<file path="src/rtl/reqtrk_pkg.sv">
package reqtrk_pkg;

  typedef enum logic [3:0] {
    K_LOAD   = 4'd0,
    K_SPEC   = 4'd1,
    K_FETCH  = 4'd2,
    K_STORE  = 4'd3,
    K_RMW    = 4'd4,
    K_LINK   = 4'd5,
    K_COND   = 4'd6,
    K_LOCKRD = 4'd7,
    K_LOCKWR = 4'd8,
    K_FLUSH  = 4'd9
  } kind_e;

  typedef enum logic [1:0] {
    ST_ISSUED  = 2'd0,
    ST_MERGED  = 2'd1,
    ST_ALIASED = 2'd2,
    ST_FULL    = 2'd3
  } status_e;

  typedef struct packed {
    logic allocRd;
    logic allocWr;
    logic mergeRd;
    logic freeRd;
    logic freeWr;
  } strobe_t;

  function automatic logic isStoreClass(kind_e k);
    return k >= K_STORE;
  endfunction

endpackage

</file>
<file path="src/rtl/reqtrk_table.sv">
module reqtrk_table
  import reqtrk_pkg::*;
#(
  parameter int ADDR_W    = 26,
  parameter int RD_N      = 8,
  parameter int WR_N      = 8,
  parameter int MERGE_MAX = 4,
  parameter int THRESH    = 500000,
  parameter int CNT_W     = $clog2(RD_N + WR_N + 1)
) (
  input  logic              clk,
  input  logic              rst_n,
  input  strobe_t           stb,
  input  logic [ADDR_W-1:0] reqAddr,
  input  kind_e             reqKind,
  input  logic              rdDoneValid,
  input  logic [ADDR_W-1:0] rdDoneAddr,
  input  logic              wrDoneValid,
  input  logic [ADDR_W-1:0] wrDoneAddr,
  output logic              rdHit,
  output logic              rdHitSpec,
  output logic              rdHitMergeFull,
  output logic              wrHit,
  output logic              rdHasFree,
  output logic              wrHasFree,
  output logic              rdDoneHit,
  output logic              wrDoneHit,
  output kind_e             wrDoneKind,
  output logic              anyStale,
  output logic [CNT_W-1:0]  validCount
);

  localparam int TS_W = $clog2(THRESH) + 3;
  localparam int MW   = $clog2(MERGE_MAX + 1);
  localparam int RI_W = (RD_N > 1) ? $clog2(RD_N) : 1;
  localparam int WI_W = (WR_N > 1) ? $clog2(WR_N) : 1;

  logic [RD_N-1:0]   rdV;
  logic [ADDR_W-1:0] rdA [RD_N];
  kind_e             rdK [RD_N];
  logic [TS_W-1:0]   rdT [RD_N];
  logic [MW-1:0]     rdM [RD_N];
  logic [WR_N-1:0]   wrV;
  logic [ADDR_W-1:0] wrA [WR_N];
  kind_e             wrK [WR_N];
  logic [TS_W-1:0]   wrT [WR_N];
  logic [TS_W-1:0]   nowTs;

  logic [RD_N-1:0] rdDoneVec, rdLive, rdMatch;
  logic [WR_N-1:0] wrDoneVec, wrLive, wrMatch;
  logic [RI_W-1:0] rdFreeIdx, rdHitIdx;
  logic [WI_W-1:0] wrFreeIdx;

  // Read side lookups, seen after this cycle's completion is removed
  always_comb begin
    rdHit = 1'b0; rdHasFree = 1'b0; rdFreeIdx = '0; rdHitIdx = '0;
    for (int i = 0; i < RD_N; i++) begin
      rdDoneVec[i] = rdDoneValid && rdV[i] && (rdA[i] == rdDoneAddr);
      rdLive[i]    = rdV[i] && !rdDoneVec[i];
      rdMatch[i]   = rdLive[i] && (rdA[i] == reqAddr);
    end
    for (int i = RD_N - 1; i >= 0; i--) begin
      if (!rdLive[i]) begin rdHasFree = 1'b1; rdFreeIdx = RI_W'(i); end
      if (rdMatch[i]) begin rdHit = 1'b1; rdHitIdx = RI_W'(i); end
    end
    rdDoneHit      = |rdDoneVec;
    rdHitSpec      = (rdK[rdHitIdx] == K_SPEC);
    rdHitMergeFull = (int'(rdM[rdHitIdx]) >= MERGE_MAX);
  end

  // Write side lookups
  always_comb begin
    wrHit = 1'b0; wrHasFree = 1'b0; wrFreeIdx = '0; wrDoneKind = K_STORE;
    for (int i = 0; i < WR_N; i++) begin
      wrDoneVec[i] = wrDoneValid && wrV[i] && (wrA[i] == wrDoneAddr);
      wrLive[i]    = wrV[i] && !wrDoneVec[i];
      wrMatch[i]   = wrLive[i] && (wrA[i] == reqAddr);
    end
    for (int i = WR_N - 1; i >= 0; i--) begin
      if (!wrLive[i]) begin wrHasFree = 1'b1; wrFreeIdx = WI_W'(i); end
      if (wrMatch[i]) wrHit = 1'b1;
      if (wrDoneVec[i]) wrDoneKind = wrK[i];
    end
    wrDoneHit = |wrDoneVec;
  end

  // Age scan and occupancy
  always_comb begin
    anyStale   = 1'b0;
    validCount = '0;
    for (int i = 0; i < RD_N; i++) begin
      if (rdV[i] && ((nowTs - rdT[i]) >= TS_W'(THRESH))) anyStale = 1'b1;
      validCount = validCount + CNT_W'(rdV[i]);
    end
    for (int i = 0; i < WR_N; i++) begin
      if (wrV[i] && ((nowTs - wrT[i]) >= TS_W'(THRESH))) anyStale = 1'b1;
      validCount = validCount + CNT_W'(wrV[i]);
    end
  end

  always_ff @(posedge clk) begin
    if (!rst_n) begin
      nowTs <= '0;
      rdV   <= '0;
      wrV   <= '0;
      for (int i = 0; i < RD_N; i++) begin
        rdA[i] <= '0; rdK[i] <= K_LOAD; rdT[i] <= '0; rdM[i] <= '0;
      end
      for (int i = 0; i < WR_N; i++) begin
        wrA[i] <= '0; wrK[i] <= K_STORE; wrT[i] <= '0;
      end
    end else begin
      nowTs <= nowTs + 1'b1;
      for (int i = 0; i < RD_N; i++) begin
        if (stb.freeRd && rdDoneVec[i]) rdV[i] <= 1'b0;
        if (stb.mergeRd && (rdHitIdx == RI_W'(i))) rdM[i] <= rdM[i] + 1'b1;
        if (stb.allocRd && (rdFreeIdx == RI_W'(i))) begin
          rdV[i] <= 1'b1; rdA[i] <= reqAddr; rdK[i] <= reqKind;
          rdT[i] <= nowTs; rdM[i] <= '0;
        end
      end
      for (int i = 0; i < WR_N; i++) begin
        if (stb.freeWr && wrDoneVec[i]) wrV[i] <= 1'b0;
        if (stb.allocWr && (wrFreeIdx == WI_W'(i))) begin
          wrV[i] <= 1'b1; wrA[i] <= reqAddr; wrK[i] <= reqKind; wrT[i] <= nowTs;
        end
      end
    end
  end

  // one write entry per line at most
  a_r3_wr_unique: assert property (@(posedge clk) disable iff (!rst_n)
    $onehot0(wrMatch));
  // one read entry per line at most
  a_r4_rd_unique: assert property (@(posedge clk) disable iff (!rst_n)
    $onehot0(rdMatch));
  // a line never sits in both tables
  a_r4_cross_excl: assert property (@(posedge clk) disable iff (!rst_n)
    !((|rdMatch) && (|wrMatch)));

endmodule

</file>
<file path="src/rtl/reqtrk_ctrl.sv">
module reqtrk_ctrl
  import reqtrk_pkg::*;
#(
  parameter int ADDR_W  = 26,
  parameter int MAX_OUT = 16,
  parameter int THRESH  = 500000,
  parameter int CNT_W   = 5
) (
  input  logic              clk,
  input  logic              rst_n,
  input  logic              reqValid,
  input  logic [ADDR_W-1:0] reqAddr,
  input  kind_e             reqKind,
  input  logic              rdDoneValid,
  input  logic              wrDoneValid,
  input  logic [ADDR_W-1:0] wrDoneAddr,
  input  logic              rdHit,
  input  logic              rdHitSpec,
  input  logic              rdHitMergeFull,
  input  logic              wrHit,
  input  logic              rdHasFree,
  input  logic              wrHasFree,
  input  logic              rdDoneHit,
  input  logic              wrDoneHit,
  input  kind_e             wrDoneKind,
  input  logic              anyStale,
  input  logic [CNT_W-1:0]  validCount,
  output strobe_t           stb,
  output status_e           reqStatus,
  output logic [CNT_W-1:0]  outCount,
  output logic              lineLocked,
  output logic              deadlock,
  output logic              missError
);

  localparam int WD_W = $clog2(THRESH + 1);

  logic [ADDR_W-1:0] lockAddr, lockAddrN;
  logic              lockN;
  logic [CNT_W-1:0]  cntAfter;
  logic [WD_W-1:0]   wdCnt;
  logic              lockHit;

  // Lock state after this cycle's write completion
  always_comb begin
    lockN     = lineLocked;
    lockAddrN = lockAddr;
    if (wrDoneValid && wrDoneHit) begin
      if (wrDoneKind == K_LOCKRD) begin
        lockN = 1'b1; lockAddrN = wrDoneAddr;
      end else if (wrDoneKind == K_LOCKWR && lineLocked && lockAddr == wrDoneAddr) begin
        lockN = 1'b0;
      end
    end
  end

  // Verdict for the offered request, completions applied first
  always_comb begin
    stb        = '0;
    stb.freeRd = rdDoneValid && rdDoneHit;
    stb.freeWr = wrDoneValid && wrDoneHit;
    cntAfter   = outCount - CNT_W'(stb.freeRd) - CNT_W'(stb.freeWr);
    lockHit    = lockN && (lockAddrN == reqAddr);
    reqStatus  = ST_ISSUED;
    if (int'(cntAfter) >= MAX_OUT) begin
      reqStatus = ST_FULL;
    end else if (lockHit && reqKind != K_LOCKWR) begin
      reqStatus = ST_ALIASED;
    end else if (isStoreClass(reqKind)) begin
      if (rdHit || wrHit)  reqStatus = ST_ALIASED;
      else if (!wrHasFree) reqStatus = ST_FULL;
      else                 stb.allocWr = reqValid;
    end else begin
      if (wrHit) reqStatus = ST_ALIASED;
      else if (rdHit) begin
        if (reqKind == K_SPEC && rdHitSpec && !rdHitMergeFull) begin
          reqStatus = ST_MERGED; stb.mergeRd = reqValid;
        end else reqStatus = ST_ALIASED;
      end
      else if (!rdHasFree) reqStatus = ST_FULL;
      else                 stb.allocRd = reqValid;
    end
  end

  always_ff @(posedge clk) begin
    if (!rst_n) begin
      outCount   <= '0;
      lineLocked <= 1'b0;
      lockAddr   <= '0;
      deadlock   <= 1'b0;
      missError  <= 1'b0;
      wdCnt      <= '0;
    end else begin
      outCount   <= cntAfter + CNT_W'(stb.allocRd) + CNT_W'(stb.allocWr);
      lineLocked <= lockN;
      lockAddr   <= lockAddrN;
      if ((rdDoneValid && !rdDoneHit) || (wrDoneValid && !wrDoneHit)) missError <= 1'b1;
      if (outCount != '0) begin
        if (wdCnt == WD_W'(THRESH - 1)) begin
          wdCnt <= '0;
          if (anyStale) deadlock <= 1'b1;
        end else begin
          wdCnt <= wdCnt + 1'b1;
        end
      end else begin
        wdCnt <= '0;
      end
    end
  end

  // the counter tracks the table occupancy
  a_r7_count_match: assert property (@(posedge clk) disable iff (!rst_n)
    outCount == validCount);
  // occupancy never exceeds the limit
  a_r1_bound: assert property (@(posedge clk) disable iff (!rst_n)
    int'(outCount) <= MAX_OUT);
  // a completed locked read leaves its line locked
  a_r6_lock_set: assert property (@(posedge clk) disable iff (!rst_n)
    (wrDoneValid && wrDoneHit && wrDoneKind == K_LOCKRD) |=> lineLocked);
  // deadlock is sticky
  a_r8_sticky: assert property (@(posedge clk) disable iff (!rst_n)
    deadlock |=> deadlock);
  // the error flag is sticky
  a_r9_sticky: assert property (@(posedge clk) disable iff (!rst_n)
    missError |=> missError);

endmodule

</file>
<file path="src/rtl/line_request_tracker.sv">
module line_request_tracker
  import reqtrk_pkg::*;
#(
  parameter int ADDR_W    = 26,
  parameter int RD_N      = 8,
  parameter int WR_N      = 8,
  parameter int MAX_OUT   = 16,
  parameter int MERGE_MAX = 4,
  parameter int THRESH    = 500000,
  localparam int CNT_W    = $clog2(RD_N + WR_N + 1)
) (
  input  logic              clk,
  input  logic              rst_n,
  input  logic              reqValid,
  input  logic [ADDR_W-1:0] reqAddr,
  input  logic [3:0]        reqKind,
  output logic [1:0]        reqStatus,
  input  logic              rdDoneValid,
  input  logic [ADDR_W-1:0] rdDoneAddr,
  input  logic              wrDoneValid,
  input  logic [ADDR_W-1:0] wrDoneAddr,
  output logic [CNT_W-1:0]  outCount,
  output logic              lineLocked,
  output logic              deadlock,
  output logic              missError
);

  strobe_t          stb;
  status_e          statusE;
  kind_e            kindE, wrDoneKind;
  logic             rdHit, rdHitSpec, rdHitMergeFull, wrHit;
  logic             rdHasFree, wrHasFree, rdDoneHit, wrDoneHit, anyStale;
  logic [CNT_W-1:0] validCount;

  assign kindE     = kind_e'(reqKind);
  assign reqStatus = statusE;

  reqtrk_table #(
    .ADDR_W(ADDR_W), .RD_N(RD_N), .WR_N(WR_N), .MERGE_MAX(MERGE_MAX),
    .THRESH(THRESH), .CNT_W(CNT_W)
  ) uTable (
    .clk(clk), .rst_n(rst_n), .stb(stb), .reqAddr(reqAddr), .reqKind(kindE),
    .rdDoneValid(rdDoneValid), .rdDoneAddr(rdDoneAddr),
    .wrDoneValid(wrDoneValid), .wrDoneAddr(wrDoneAddr),
    .rdHit(rdHit), .rdHitSpec(rdHitSpec), .rdHitMergeFull(rdHitMergeFull),
    .wrHit(wrHit), .rdHasFree(rdHasFree), .wrHasFree(wrHasFree),
    .rdDoneHit(rdDoneHit), .wrDoneHit(wrDoneHit), .wrDoneKind(wrDoneKind),
    .anyStale(anyStale), .validCount(validCount)
  );

  reqtrk_ctrl #(
    .ADDR_W(ADDR_W), .MAX_OUT(MAX_OUT), .THRESH(THRESH), .CNT_W(CNT_W)
  ) uCtrl (
    .clk(clk), .rst_n(rst_n), .reqValid(reqValid), .reqAddr(reqAddr),
    .reqKind(kindE), .rdDoneValid(rdDoneValid), .wrDoneValid(wrDoneValid),
    .wrDoneAddr(wrDoneAddr), .rdHit(rdHit), .rdHitSpec(rdHitSpec),
    .rdHitMergeFull(rdHitMergeFull), .wrHit(wrHit), .rdHasFree(rdHasFree),
    .wrHasFree(wrHasFree), .rdDoneHit(rdDoneHit), .wrDoneHit(wrDoneHit),
    .wrDoneKind(wrDoneKind), .anyStale(anyStale), .validCount(validCount),
    .stb(stb), .reqStatus(statusE), .outCount(outCount),
    .lineLocked(lineLocked), .deadlock(deadlock), .missError(missError)
  );

endmodule

</file>
<file path="config.mk">
export PLATFORM = sky130hd
export DESIGN_NAME = line_request_tracker
export DESIGN_NICKNAME = d
export VERILOG_FILES = /design/src/rtl/reqtrk_pkg.sv /design/src/rtl/reqtrk_table.sv /design/src/rtl/reqtrk_ctrl.sv /design/src/rtl/line_request_tracker.sv
export SDC_FILE = /design/constraint.sdc
export NUM_CORES = 2
export LEC_CHECK = 0
export BUFFER_PORTS_ARGS = -buffer_cell sky130_fd_sc_hd__buf_2
export CORE_ASPECT_RATIO = 0.9
export CORE_MARGIN = 1
export CORE_UTILIZATION = 61
export DETAILED_ROUTE_END_ITERATION = 8
export PLACE_DENSITY_LB_ADDON = 0.12
export SLEW_MARGIN = 20
export SYNTH_ARGS = -nofsm -noshare
export SYNTH_HDL_FRONTEND = slang
export SYNTH_SLANG_ARGS = --single-unit
</file>
<file path="constraint.sdc">
create_clock -name clk -period 8 [get_ports clk]
set_input_delay 0.4 -clock clk [delete_from_list [all_inputs] [get_ports clk]]
set_output_delay 0.4 -clock clk [all_outputs]
set_load 0.02 [all_outputs]
</file>
==> results.tsv <==
stage	metric	value	unit
layout	final_cell_mix	edfxtp_1 (856), nor2_1 (814), xor2_1 (695)	
layout	post-route-util	67.29	%
synth	synth_edf_count	856	
critical_path	required	7.60	ns
floorplanning	initial_core_util	61.73	%
drt	routed_via_density	6.412	
power	leakage	25.70	nW
sta	period_share	93.90	%
critical_path	rr_worst_depth	16	
place	place_area	60400	um^2
worst_hold_path	worstHoldStart	wrDoneValid	
sta	hold_viol	0	
critical_path	critPathCaptureType	output pin	
synth	syn-cell-area	58510	um^2
sta	hold_ws	0.1843	ns
floorplanning	dieHeight	295.8	um
sta	worst_slew_pin_slew	1.297	ns
critical_path	critPathKind	flop to output pin	
synth	ys.flop_type	edfxtp_1	
drt	route.detailed.drc	0	
sta	min_period	7.512	ns
clocking	cts_tree	built	
clocking	hold_buffers	0	
drt	first_pass_iters	6	
sta	grt_setup_unrepaired	false	
clocking	cts_root_buf	clkbuf_16	
worst_hold_path	min_to	uCtrl.missError	
grt	grt_pass1_vias	42830	
drt	drtAntennaViolNets	0	
worst_hold_path	hp-class	input port to flop	
clocking	cts.sinks	947	
layout	layout_commonest_cell	edfxtp_1	
layout	regArea	27530	um^2
drt	totalWireLength	192.4	mm
sta	fin_skew	0.04428	ns
place	routabilityCongestion	1.020	
floorplanning	die_x	328.5	um
sta	maxClockFrequency	133.1	MHz
synth	ys_seq_area_share	47.05	%
floorplanning	num_rows	107	
run_status	status	finished clean	
critical_path	r2r_start	uTable.wrA[1][35]	
synth	synth_cell_types	93	
layout	multiInputGateArea	28270	um^2
clocking	htreeDepth	3	
place	port-buffer-count	96	
worst_hold_path	timing.hold.worst_path_depth	3	
place	pre_cts_slack	0.7429	ns
floorplanning	die_area	97160	um^2
drt	vias	45540	
clocking	cts_setup_buffers	0	
power	p_per_area	189.2	nW/um^2
grt	grt_use_total	39.20	%
grt	met1_usage	49.31	%
synth	synthCells	5703	
grt	grt_pass1_wl	276.0	mm
grt	grt_util_met3	8.756	%
sta	layout_setup_ws	0.4876	ns
synth	synth_top_area_share	43.93	%
layout	fin_area	63780	um^2
sta	drv_slew	0	
clocking	cts-buffers-inserted	100	
synth	synth_area_leaders	edfxtp_1 (44%), xor2_1 (10%), ha_1 (7.5%), xnor2_1 (5.4%), nor2_1 (5.2%)	
floorplanning	core_area	94790	um^2
layout	area_growth	9.009	%
critical_path	start_kind	flop	
critical_path	arrival	7.11	ns
clocking	clockBufferDepth	3	
grt	grt_max_degree	82	
place	dp_hpwl	129.8	mm
grt	gr-usage-met2	61.68	%
power	irDropWorstVdd	0.1936	mV
synth	yosys_warnings	0	
drt	first_iter_violations	5650	
layout	nets	6202	
drt	wl_per_cell	27.09	um
synth	async_reset_ff_share	0	%
layout	fill_cells	7382	
job	maxCapViolations	0	
grt	antenna_found_initial	4	
clocking	path_clk_slew	0.06	ns
critical_path	timing.reg2reg.setup_slack	0.72	ns
critical_path	cp_max_fo	32	
synth	syn_avg_cell_area	10.26	um^2
layout	drive_gt1_share	7.832	%
grt	grt-busiest-layer	met2	
sta	setup_tns	0	ns
clocking	cts_resized	0	
clocking	clk_latency	0.71	ns
floorplanning	io_pins	97	
synth	yosys.area.top_type	edfxtp_1	
critical_path	regToRegEndpoint	uTable.rdT[0][28]	
sta	relSlewSlack	13.33	%
sta	setup_viol	0	
synth	ys_seq_elements	947	
grt	overflow	0	
## worst max-delay path, cell delays in order, from the launching register on
cell       delay [ns]
edfxtp_1         0.49
xor2_1           0.19
or4_1            0.53
nor4_1           0.95
and4_1           0.49
a211oi_1         0.14
a311o_1          0.38
or3_1            0.38
or4_1            0.46
buf_4            0.32
mux2_1           0.41
o2111ai_2        0.25
or4_1            0.27
nand2_1          0.07
o21ai_0          0.74
buf_2            0.31
## metrics by stage
stage | power (W) | std cells
6_report | 0.01207 | 7102
5_1_grt | 0.01234 | 7101
4_1_cts | 0.01202 | 7101
3_5_place_dp | 0.007271 | 6914
3_3_place_gp | 0.007242 | 6914
2_1_floorplan | 0.006774 | 5714
## power breakdown
| part | internal, W | switching [W] |
|---|---|---|
| logic | 0.000477 | 0.000959 |
| clock network | 0.00278 | 0.00205 |
| registers | 0.00563 | 0.000160 |
## sequential cells by signal (all words and copies together) (netlist names)
signal and flops:
uTable.rdA 208, uTable.wrA 208, uTable.rdT 176, uTable.wrT 176, uTable.rdK 32, uTable.wrK 32
uCtrl.lockAddr 26, uTable.rdM 24, uTable.nowTs 22, uCtrl.wdCnt 19, uTable.rdV 8, uTable.wrV 8
uCtrl.outCount 5, uCtrl.deadlock 1, uCtrl.lineLocked 1, uCtrl.missError 1
## synthesized netlist by cell type (103+ instances only)
cell / n
nor3_1: 131
xnor2_1: 362
nand4_1: 103
ha_1: 350
o21ai_0: 122
inv_1: 462
nand2_1: 245
nor4_1: 188
clkbuf_1: 131
xor2_1: 695
edfxtp_1: 856
nand3_1: 124
nor2_1: 814
a21oi_1: 129
## cells by family (layout without fill, tap and decap cells)
group	count (synthesis)	after routing	share of synthesized area, %
simple gates	1935	1935	16.13
flops	947	947	47.05
other cells	1	13	0.006409
buf+inv	709	843	4.878
mux	48	48	0.8490
compound gates	653	653	7.701
xor+xnor	1057	1057	15.82
fa+ha+maj	353	353	7.570
## worst max-delay path by stage
stage / slack, ns / endpoint / start
floorplan: 1.77 / uTable.wrA[0][52] / wrDoneAddr[13]
global placement: 0.86 / uTable.rdT[0][22] / wrDoneAddr[9]
detailed placement: 0.74 / uTable.rdT[0][22] / wrDoneAddr[9]
CTS: 0.84 / reqStatus[0] / uTable.wrA[1][35]
global route: 0.50 / reqStatus[0] / uTable.wrA[1][35]
finish: 0.49 / reqStatus[0] / uTable.wrA[1][35]
## metal layers
| layer | part of all wire, % | wire [um] |
|---|---|---|
| met5 | 0.015 | 28 |
| met4 | 7.4 | 14200 |
| met3 | 12 | 22970 |
| met2 | 44 | 84980 |
| met1 | 36 | 70180 |
## final cells by class
class | instances | share of cell area, %
antenna | 1 | 0.003923
inverter | 462 | 2.719
multi-input combinational | 4058 | 44.32
clock inverter | 66 | 1.132
timing repair buffer | 194 | 2.068
tap | 1253 | 2.458
sequential | 947 | 43.16
clock buffer | 121 | 4.145
(Power assumes the default switching activity.)
